`config.mk`:
```
export PLATFORM = sky130hd
export DESIGN_NAME = pwr_trig_fsm
export DESIGN_NICKNAME = d
export VERILOG_FILES = /design/src/rtl/pwr_trig_pkg.sv /design/src/rtl/pwr_trig_edge.sv /design/src/rtl/pwr_trig_arb.sv /design/src/rtl/pwr_trig_dec.sv /design/src/rtl/pwr_trig_fsm.sv
export SDC_FILE = /design/constraint.sdc
export NUM_CORES = 1
export LEC_CHECK = 0
export CORE_UTILIZATION = 58
export DETAILED_ROUTE_END_ITERATION = 8
export PLACE_DENSITY = 0.88
export SKIP_LAST_GASP = 1
export SLEW_MARGIN = 20
export SYNTH_ARGS = -nofsm -noshare
export SYNTH_HDL_FRONTEND = slang
export SYNTH_HIERARCHICAL = 1
export SYNTH_SLANG_ARGS = --single-unit
```
`constraint.sdc`:
```
create_clock -name clk_i -period 6.63 [get_ports clk_i]
set_input_delay 1.326 -clock clk_i [delete_from_list [all_inputs] [get_ports clk_i]]
set_output_delay 1.326 -clock clk_i [all_outputs]
set_load 0.03 [all_outputs]
```
`src/rtl/pwr_trig_pkg.sv`:
```
`timescale 1ns/1ps
package pwr_trig_pkg;

    localparam int TRIG_N = 14;
    localparam int IDX_W  = $clog2(TRIG_N);
    localparam int SEQ_W  = 4;
    localparam int ST_W   = 3;
    localparam int ST_N   = 5;
    localparam int CMD_W  = 4;
    localparam int EDGE_N = 5;

    typedef enum logic [ST_W-1:0] {
        PS_STANDBY = 3'd0,
        PS_ACTIVE  = 3'd1,
        PS_RETAIN  = 3'd2,
        PS_LPSTBY  = 3'd3,
        PS_SAFE    = 3'd4
    } pstate_e;

    typedef enum logic [SEQ_W-1:0] {
        SQ_NONE         = 4'd0,
        SQ_SAFE_SEVERE  = 4'd1,
        SQ_SAFE         = 4'd2,
        SQ_SAFE_ORDERLY = 4'd3,
        SQ_STANDBY      = 4'd4,
        SQ_WARM         = 4'd5,
        SQ_BIST         = 4'd6,
        SQ_CRC          = 4'd7,
        SQ_ACTIVE       = 4'd8,
        SQ_RETAIN       = 4'd9,
        SQ_NVM          = 4'd10
    } seq_e;

    typedef enum logic [0:0] {
        CTL_IDLE = 1'b0,
        CTL_RUN  = 1'b1
    } ctl_e;

    // trigger indices in rank order, 0 is highest
    localparam int T_SEVERE  = 0;
    localparam int T_PWR     = 1;
    localparam int T_ORDERLY = 2;
    localparam int T_OFF     = 3;
    localparam int T_WDT     = 4;
    localparam int T_MCU     = 5;
    localparam int T_CMD1    = 6;
    localparam int T_CMD2    = 7;
    localparam int T_ON      = 8;
    localparam int T_WAKE    = 9;
    localparam int T_SLP_ON  = 10;
    localparam int T_SLP_RET = 11;
    localparam int T_CMD0    = 12;
    localparam int T_CMD3    = 13;

    // edge-captured sources, position g maps to trigger EDGE_MAP[g]
    localparam int EDGE_MAP [EDGE_N] = '{T_CMD1, T_CMD2, T_WAKE, T_CMD0, T_CMD3};

    localparam logic [ST_N-1:0] SRC_SAR = 5'b00111;
    localparam logic [ST_N-1:0] SRC_SA  = 5'b00011;
    localparam logic [ST_N-1:0] SRC_A   = 5'b00010;

    typedef struct packed {
        logic            imm;
        logic            reent;
        logic            in_place;
        pstate_e         dest;
        seq_e            seq;
        logic [ST_N-1:0] src;
    } trig_attr_t;

    function automatic trig_attr_t trig_attr(input int idx);
        trig_attr_t a;
        a.imm      = 1'b0;
        a.reent    = 1'b0;
        a.in_place = 1'b0;
        a.dest     = PS_STANDBY;
        a.seq      = SQ_NONE;
        a.src      = '0;
        case (idx)
            T_SEVERE:  begin a.imm = 1'b1; a.dest = PS_SAFE; a.seq = SQ_SAFE_SEVERE;  a.src = SRC_SAR; end
            T_PWR:     begin a.imm = 1'b1; a.dest = PS_SAFE; a.seq = SQ_SAFE;         a.src = SRC_SAR; end
            T_ORDERLY: begin a.imm = 1'b1; a.dest = PS_SAFE; a.seq = SQ_SAFE_ORDERLY; a.src = SRC_SAR; end
            T_OFF:     begin a.dest = PS_STANDBY; a.seq = SQ_STANDBY; a.src = SRC_SAR; end
            T_WDT:     begin a.reent = 1'b1; a.dest = PS_ACTIVE; a.seq = SQ_WARM; a.src = SRC_A; end
            T_MCU:     begin a.reent = 1'b1; a.dest = PS_ACTIVE; a.seq = SQ_WARM; a.src = SRC_A; end
            T_CMD1:    begin a.reent = 1'b1; a.in_place = 1'b1; a.seq = SQ_BIST; a.src = SRC_A; end
            T_CMD2:    begin a.reent = 1'b1; a.in_place = 1'b1; a.seq = SQ_CRC;  a.src = SRC_A; end
            T_ON:      begin a.dest = PS_ACTIVE; a.seq = SQ_ACTIVE; a.src = SRC_SAR; end
            T_WAKE:    begin a.dest = PS_ACTIVE; a.seq = SQ_ACTIVE; a.src = SRC_SAR; end
            T_SLP_ON:  begin a.dest = PS_ACTIVE; a.seq = SQ_ACTIVE; a.src = SRC_SAR; end
            T_SLP_RET: begin a.dest = PS_RETAIN; a.seq = SQ_RETAIN; a.src = SRC_A; end
            T_CMD0:    begin a.dest = PS_LPSTBY; a.seq = SQ_STANDBY; a.src = SRC_SA; end
            T_CMD3:    begin a.in_place = 1'b1; a.seq = SQ_NVM; a.src = SRC_A; end
            default:   begin a.src = '0; end
        endcase
        return a;
    endfunction

endpackage

```
`src/rtl/pwr_trig_edge.sv`:
```
`timescale 1ns/1ps
module pwr_trig_edge #(
    parameter int W = 5
) (
    input  logic         clk_i,
    input  logic         rst_ni,
    input  logic [W-1:0] lvl_i,
    input  logic [W-1:0] take_i,
    input  logic [W-1:0] drop_i,
    output logic [W-1:0] evt_o
);

    logic [W-1:0] prev_q;
    logic [W-1:0] pend_q;

    // a fresh rising edge counts in the cycle it appears
    assign evt_o = pend_q | (lvl_i & ~prev_q);

    always_ff @(posedge clk_i or negedge rst_ni) begin
        if (!rst_ni) begin
            prev_q <= '0;
            pend_q <= '0;
        end else begin
            prev_q <= lvl_i;
            pend_q <= evt_o & ~take_i & ~drop_i;
        end
    end

endmodule

```
`src/rtl/pwr_trig_arb.sv`:
```
`timescale 1ns/1ps
module pwr_trig_arb
    import pwr_trig_pkg::*;
(
    input  logic [TRIG_N-1:0] present_i,
    input  pstate_e           cur_i,
    input  logic              running_i,
    input  logic [IDX_W-1:0]  run_idx_i,
    output logic [TRIG_N-1:0] elig_o,
    output logic              win_vld_o,
    output logic [IDX_W-1:0]  win_idx_o
);

    logic [TRIG_N-1:0] cand;

    for (genvar g = 0; g < TRIG_N; g++) begin : g_trig
        localparam trig_attr_t A = trig_attr(g);
        logic in_src;
        logic same_dst;
        assign in_src   = |(A.src & (ST_N'(1) << cur_i));
        assign same_dst = !A.in_place && (A.dest == cur_i);
        assign elig_o[g] = present_i[g] && in_src && !(same_dst && !A.reent);
        // while running, only a strictly higher immediate trigger may cut in
        assign cand[g] = elig_o[g] &&
                         (!running_i || (A.imm && (IDX_W'(g) < run_idx_i)));
    end

    always_comb begin
        win_vld_o = 1'b0;
        win_idx_o = '0;
        for (int i = TRIG_N - 1; i >= 0; i--) begin
            if (cand[i]) begin
                win_vld_o = 1'b1;
                win_idx_o = IDX_W'(i);
            end
        end
    end

endmodule

```
`src/rtl/pwr_trig_dec.sv`:
```
`timescale 1ns/1ps
module pwr_trig_dec
    import pwr_trig_pkg::*;
(
    input  logic [IDX_W-1:0] idx_i,
    input  pstate_e          cur_i,
    output seq_e             seq_o,
    output pstate_e          dest_o
);

    trig_attr_t attr;

    always_comb begin
        attr   = trig_attr(int'(idx_i));
        seq_o  = attr.seq;
        dest_o = attr.in_place ? cur_i : attr.dest;
    end

endmodule

```
`src/rtl/pwr_trig_fsm.sv`:
```
`timescale 1ns/1ps
module pwr_trig_fsm
    import pwr_trig_pkg::*;
(
    input  logic             clk_i,
    input  logic             rst_ni,
    input  logic             fault_severe_i,
    input  logic             fault_pwr_i,
    input  logic             fault_orderly_i,
    input  logic             off_req_i,
    input  logic             wdt_err_i,
    input  logic             mcu_err_i,
    input  logic             on_req_i,
    input  logic             wake_i,
    input  logic             sleep_a_i,
    input  logic             sleep_b_i,
    input  logic [CMD_W-1:0] cmd_i,
    input  logic             seq_done_i,
    output logic [ST_W-1:0]  pstate_o,
    output logic             seq_start_o,
    output logic [SEQ_W-1:0] seq_id_o,
    output logic             busy_o
);

    ctl_e              ctl_q, ctl_d;
    pstate_e           ps_q, ps_d;
    pstate_e           dst_q, dst_d;
    logic [IDX_W-1:0]  ridx_q, ridx_d;
    logic              start_q, start_d;
    seq_e              sid_q, sid_d;

    logic [EDGE_N-1:0] edge_lvl, edge_evt, edge_take, edge_drop;
    logic [TRIG_N-1:0] present, elig;
    logic              win_vld;
    logic [IDX_W-1:0]  win_idx;
    seq_e              win_seq;
    pstate_e           win_dest;

    // edge-sensed sources, order follows EDGE_MAP
    assign edge_lvl = {cmd_i[3], cmd_i[0], wake_i, cmd_i[2], cmd_i[1]};

    pwr_trig_edge #(.W(EDGE_N)) i_edge (
        .clk_i  (clk_i),
        .rst_ni (rst_ni),
        .lvl_i  (edge_lvl),
        .take_i (edge_take),
        .drop_i (edge_drop),
        .evt_o  (edge_evt)
    );

    assign present[T_SEVERE]  = fault_severe_i;
    assign present[T_PWR]     = fault_pwr_i;
    assign present[T_ORDERLY] = fault_orderly_i;
    assign present[T_OFF]     = off_req_i;
    assign present[T_WDT]     = wdt_err_i;
    assign present[T_MCU]     = mcu_err_i;
    assign present[T_ON]      = on_req_i;
    assign present[T_SLP_ON]  = sleep_a_i & sleep_b_i;
    assign present[T_SLP_RET] = ~sleep_b_i;

    for (genvar g = 0; g < EDGE_N; g++) begin : g_edge
        assign present[EDGE_MAP[g]] = edge_evt[g];
        assign edge_take[g] = win_vld && (win_idx == IDX_W'(EDGE_MAP[g]));
        assign edge_drop[g] = (ctl_q == CTL_IDLE) && !elig[EDGE_MAP[g]];
    end

    pwr_trig_arb i_arb (
        .present_i (present),
        .cur_i     (ps_q),
        .running_i (ctl_q == CTL_RUN),
        .run_idx_i (ridx_q),
        .elig_o    (elig),
        .win_vld_o (win_vld),
        .win_idx_o (win_idx)
    );

    pwr_trig_dec i_dec (
        .idx_i  (win_idx),
        .cur_i  (ps_q),
        .seq_o  (win_seq),
        .dest_o (win_dest)
    );

    // next-state decision
    always_comb begin
        ctl_d   = ctl_q;
        ps_d    = ps_q;
        dst_d   = dst_q;
        ridx_d  = ridx_q;
        start_d = 1'b0;
        sid_d   = sid_q;
        unique case (ctl_q)
            CTL_IDLE: begin
                if (win_vld) begin
                    ctl_d   = CTL_RUN;
                    dst_d   = win_dest;
                    ridx_d  = win_idx;
                    start_d = 1'b1;
                    sid_d   = win_seq;
                end
            end
            CTL_RUN: begin
                if (win_vld) begin
                    dst_d   = win_dest;
                    ridx_d  = win_idx;
                    start_d = 1'b1;
                    sid_d   = win_seq;
                end else if (seq_done_i) begin
                    ctl_d  = CTL_IDLE;
                    ps_d   = dst_q;
                    ridx_d = '0;
                    sid_d  = SQ_NONE;
                end
            end
            default: ctl_d = CTL_IDLE;
        endcase
    end

    // state register
    always_ff @(posedge clk_i or negedge rst_ni) begin
        if (!rst_ni) begin
            ctl_q  <= CTL_IDLE;
            ps_q   <= PS_STANDBY;
            dst_q  <= PS_STANDBY;
            ridx_q <= '0;
        end else begin
            ctl_q  <= ctl_d;
            ps_q   <= ps_d;
            dst_q  <= dst_d;
            ridx_q <= ridx_d;
        end
    end

    // output register
    always_ff @(posedge clk_i or negedge rst_ni) begin
        if (!rst_ni) begin
            start_q <= 1'b0;
            sid_q   <= SQ_NONE;
        end else begin
            start_q <= start_d;
            sid_q   <= sid_d;
        end
    end

    assign pstate_o    = ps_q;
    assign seq_start_o = start_q;
    assign seq_id_o    = sid_q;
    assign busy_o      = (ctl_q == CTL_RUN);

endmodule

```
==> results_dict.tcl <==
set metrics [dict create \
    status "complete, but fails checks" \
    violations "design-rule violations" \
    die_w_um 57.1 \
    rows 19 \
    critical_path.startpoint_type "primary input" \
    critPathCaptureType "flip-flop" \
    drt_wl_total_um 3720 \
    layout-drive-gt1-share_pct 15.8 \
    routed-wl-met2_um 1840 \
    r2r_setup_slack_ns 2.93 \
    nNetsFinal 227 \
    relSlewSlack_pct 28.9 \
    timing.final.crit_share_pct 62.9 \
    post-cts-setup-buffer-count 0 \
    worst_slack_ns 2.46 \
    reg2reg_to "dst_q[1]" \
    required_ns 6.84 \
    syn_nets 205 \
    diodes 0 \
    grt_usage_pct 25.2 \
    place_hpwl_um 2690 \
    fin_skew_ns 0.0123 \
    min_path_type "reg2reg" \
    tns_ns 0 \
    final-hold-violation-count 0 \
    die_h_um 57.1 \
    viasPerCell 6.03 \
    path_class "in2reg" \
    dr.first_iter.drc_count 80 \
    instances_no_fill 240 \
    clock-root-buffer "clkbuf_4" \
    grt_pass1_vias 1447 \
    reg2regPathDepth 8 \
    antenna_found_initial 0 \
    p_switching_mw 0.263 \
    wl_met3_um 132 \
    seqPwrFrac_pct 35.3 \
    p_clk_share_pct 16.5 \
    fill_cells 226 \
    overflow 0 \
    irDropWorstVdd_v 0.000173 \
    syn_area_mm2 0.00176 \
    numCtsBuffers 3 \
    cts_tree "yes" \
    cts.clk_slew.worst_paths_ns 0.14 \
    dieArea_mm2 0.00326 \
    post_cts_resized 0 \
    postRouteAntennaNets 0 \
    seq_area_um2 651 \
    maxSlewViolCount 0 \
    fmax_ghz 0.240 \
    switching_share_pct 39.9 \
    grt_max_degree 27 \
    fin_area_mm2 0.00203 \
    io_pins 26 \
    numPortBuffers 25 \
    start_util_pct 62.3 \
    finalSetupViolations 0 \
    worstMarginPinSlew_ns 1.06 \
    crit_end "dst_q[0]" \
    startpoint "wake_i" \
    drc 8 \
    clk_latency_ns 0.32 \
    p_leak_nw 0.895 \
    wl_per_cell_um 15.5 \
    yosysWarnings 6 \
    cts_buffer_depth 2 \
    arrival_ns 4.39 \
    share_comb_of_total_power_pct 48.1 \
    crit_path_max_fanout 10 \
    core_mm2 0.00283 \
    placed_cells 236 \
    worstReg2RegStart "busy_o" \
    p_int_mw 0.396 \
    multiInputGateArea_mm2 0.00101 \
    place_ws_ns 2.19 \
    cap_violations 0 \
    vias 1446 \
    grt_pass1_wl_um 6370 \
    gp_congestion 0.818 \
    topRoutingLayerUsed "met4" \
    syn2layout_area_growth_pct 15.4 \
    drt-pass1-iter-count 6 \
    holdWs_ns 0.497 \
    dpl_cell_area_mm2 0.00199 \
    clock-sinks 26 \
    ctsHoldBuffers 0 \
    cts-htree-levels 1 \
    synth.avg_cell_area_um2 9.38 \
    rsz0062_at_grt "false" \
    netlist_instances 188 \
    post-route-min-period_ns 4.17 \
    wl_met1_um 1690 \
    cellPowerDensity_mw_per_mm2 324 \
]
## sequential cells by signal, indices dropped and copies added (netlist names)
signal / flops
ridx_q: 4
dst_q: 3
busy_o: 1
pstate_o: 3
i_edge/prev_q: 5
i_edge/pend_q: 5
seq_id_o: 4
seq_start_o: 1
## cell type report
| class | instances | area share, % |
|---|---|---|
| Clock buffer | 3 | 1.11 |
| Clock inverter | 1 | 1.48 |
| Inverter | 5 | 0.923 |
| Multi-Input combinational cell | 147 | 49.8 |
| Sequential cell | 26 | 32.0 |
| Tap cell | 31 | 1.91 |
| Timing Repair Buffer | 27 | 12.8 |
## through the flow
step,power (mW),util [%]
final,0.659,71.9
after global routing,0.702,71.9
after CTS,0.663,72.1
after detailed placement,0.550,70.2
after global placement,0.538,70.2
after floorplan,0.483,-
## critical path: stages
cell             delay [ns]
clkdlybuf4s50_1        0.44
nor2b_4                0.15
or2_1                  0.22
or2_2                  0.32
o2bb2ai_1              0.13
a211o_2                0.30
a21oi_1                0.77
inv_2                  0.17
o21ai_0                0.19
o21ai_0                0.10
mux2_2                 0.27
## routing by layer
layer / up-vias / global-route usage [%]
met2: 44 / 42.5
met4: 0 / 10.1
li1: 694 / -
met1: 700 / 33.0
met5: - / 0
met3: 8 / 3.17
## power groups by stage
stage               sequential (mW)  clock, mW  combinational [mW]
floorplan                     0.242          0               0.241
global placement              0.232          0               0.306
detailed placement            0.234          0               0.316
CTS                           0.232      0.113               0.318
global route                  0.238      0.118               0.346
finish                        0.233      0.109               0.317
## how the worst min path moves through the flow
stage                           startpoint               end  slack [ns]  cells after the start
after floorplan           i_edge/pend_q[0]  i_edge/pend_q[0]        0.46                      1
after global placement    i_edge/pend_q[4]  i_edge/pend_q[4]        0.47                      1
after detailed placement  i_edge/pend_q[4]  i_edge/pend_q[4]        0.47                      1
after CTS                 i_edge/pend_q[4]  i_edge/pend_q[4]        0.50                      1
after global routing      i_edge/pend_q[0]  i_edge/pend_q[0]        0.51                      1
final                     i_edge/pend_q[4]  i_edge/pend_q[4]        0.50                      1
## layout by cell type, fill, tap and decap left out, types with 2 or more instances in the layout
master,n
dfrtp_1,26
clkdlybuf4s50_1,24
nand2_4,2
o21ai_0,6
nor2b_1,3
nor3_1,2
a21boi_0,2
a21oi_1,7
nand3b_1,4
clkbuf_4,3
inv_1,4
nor3b_1,4
a211o_2,2
and2_1,8
or3b_2,2
mux2_2,6
nand2b_1,11
nor2b_4,5
o2bb2ai_1,2
buf_4,2
nor2_1,22
o21ai_1,10
o22a_1,2
nand2_1,13
or2_1,5
o21a_1,8
Note: power is estimated with default switching activity, not from simulation.
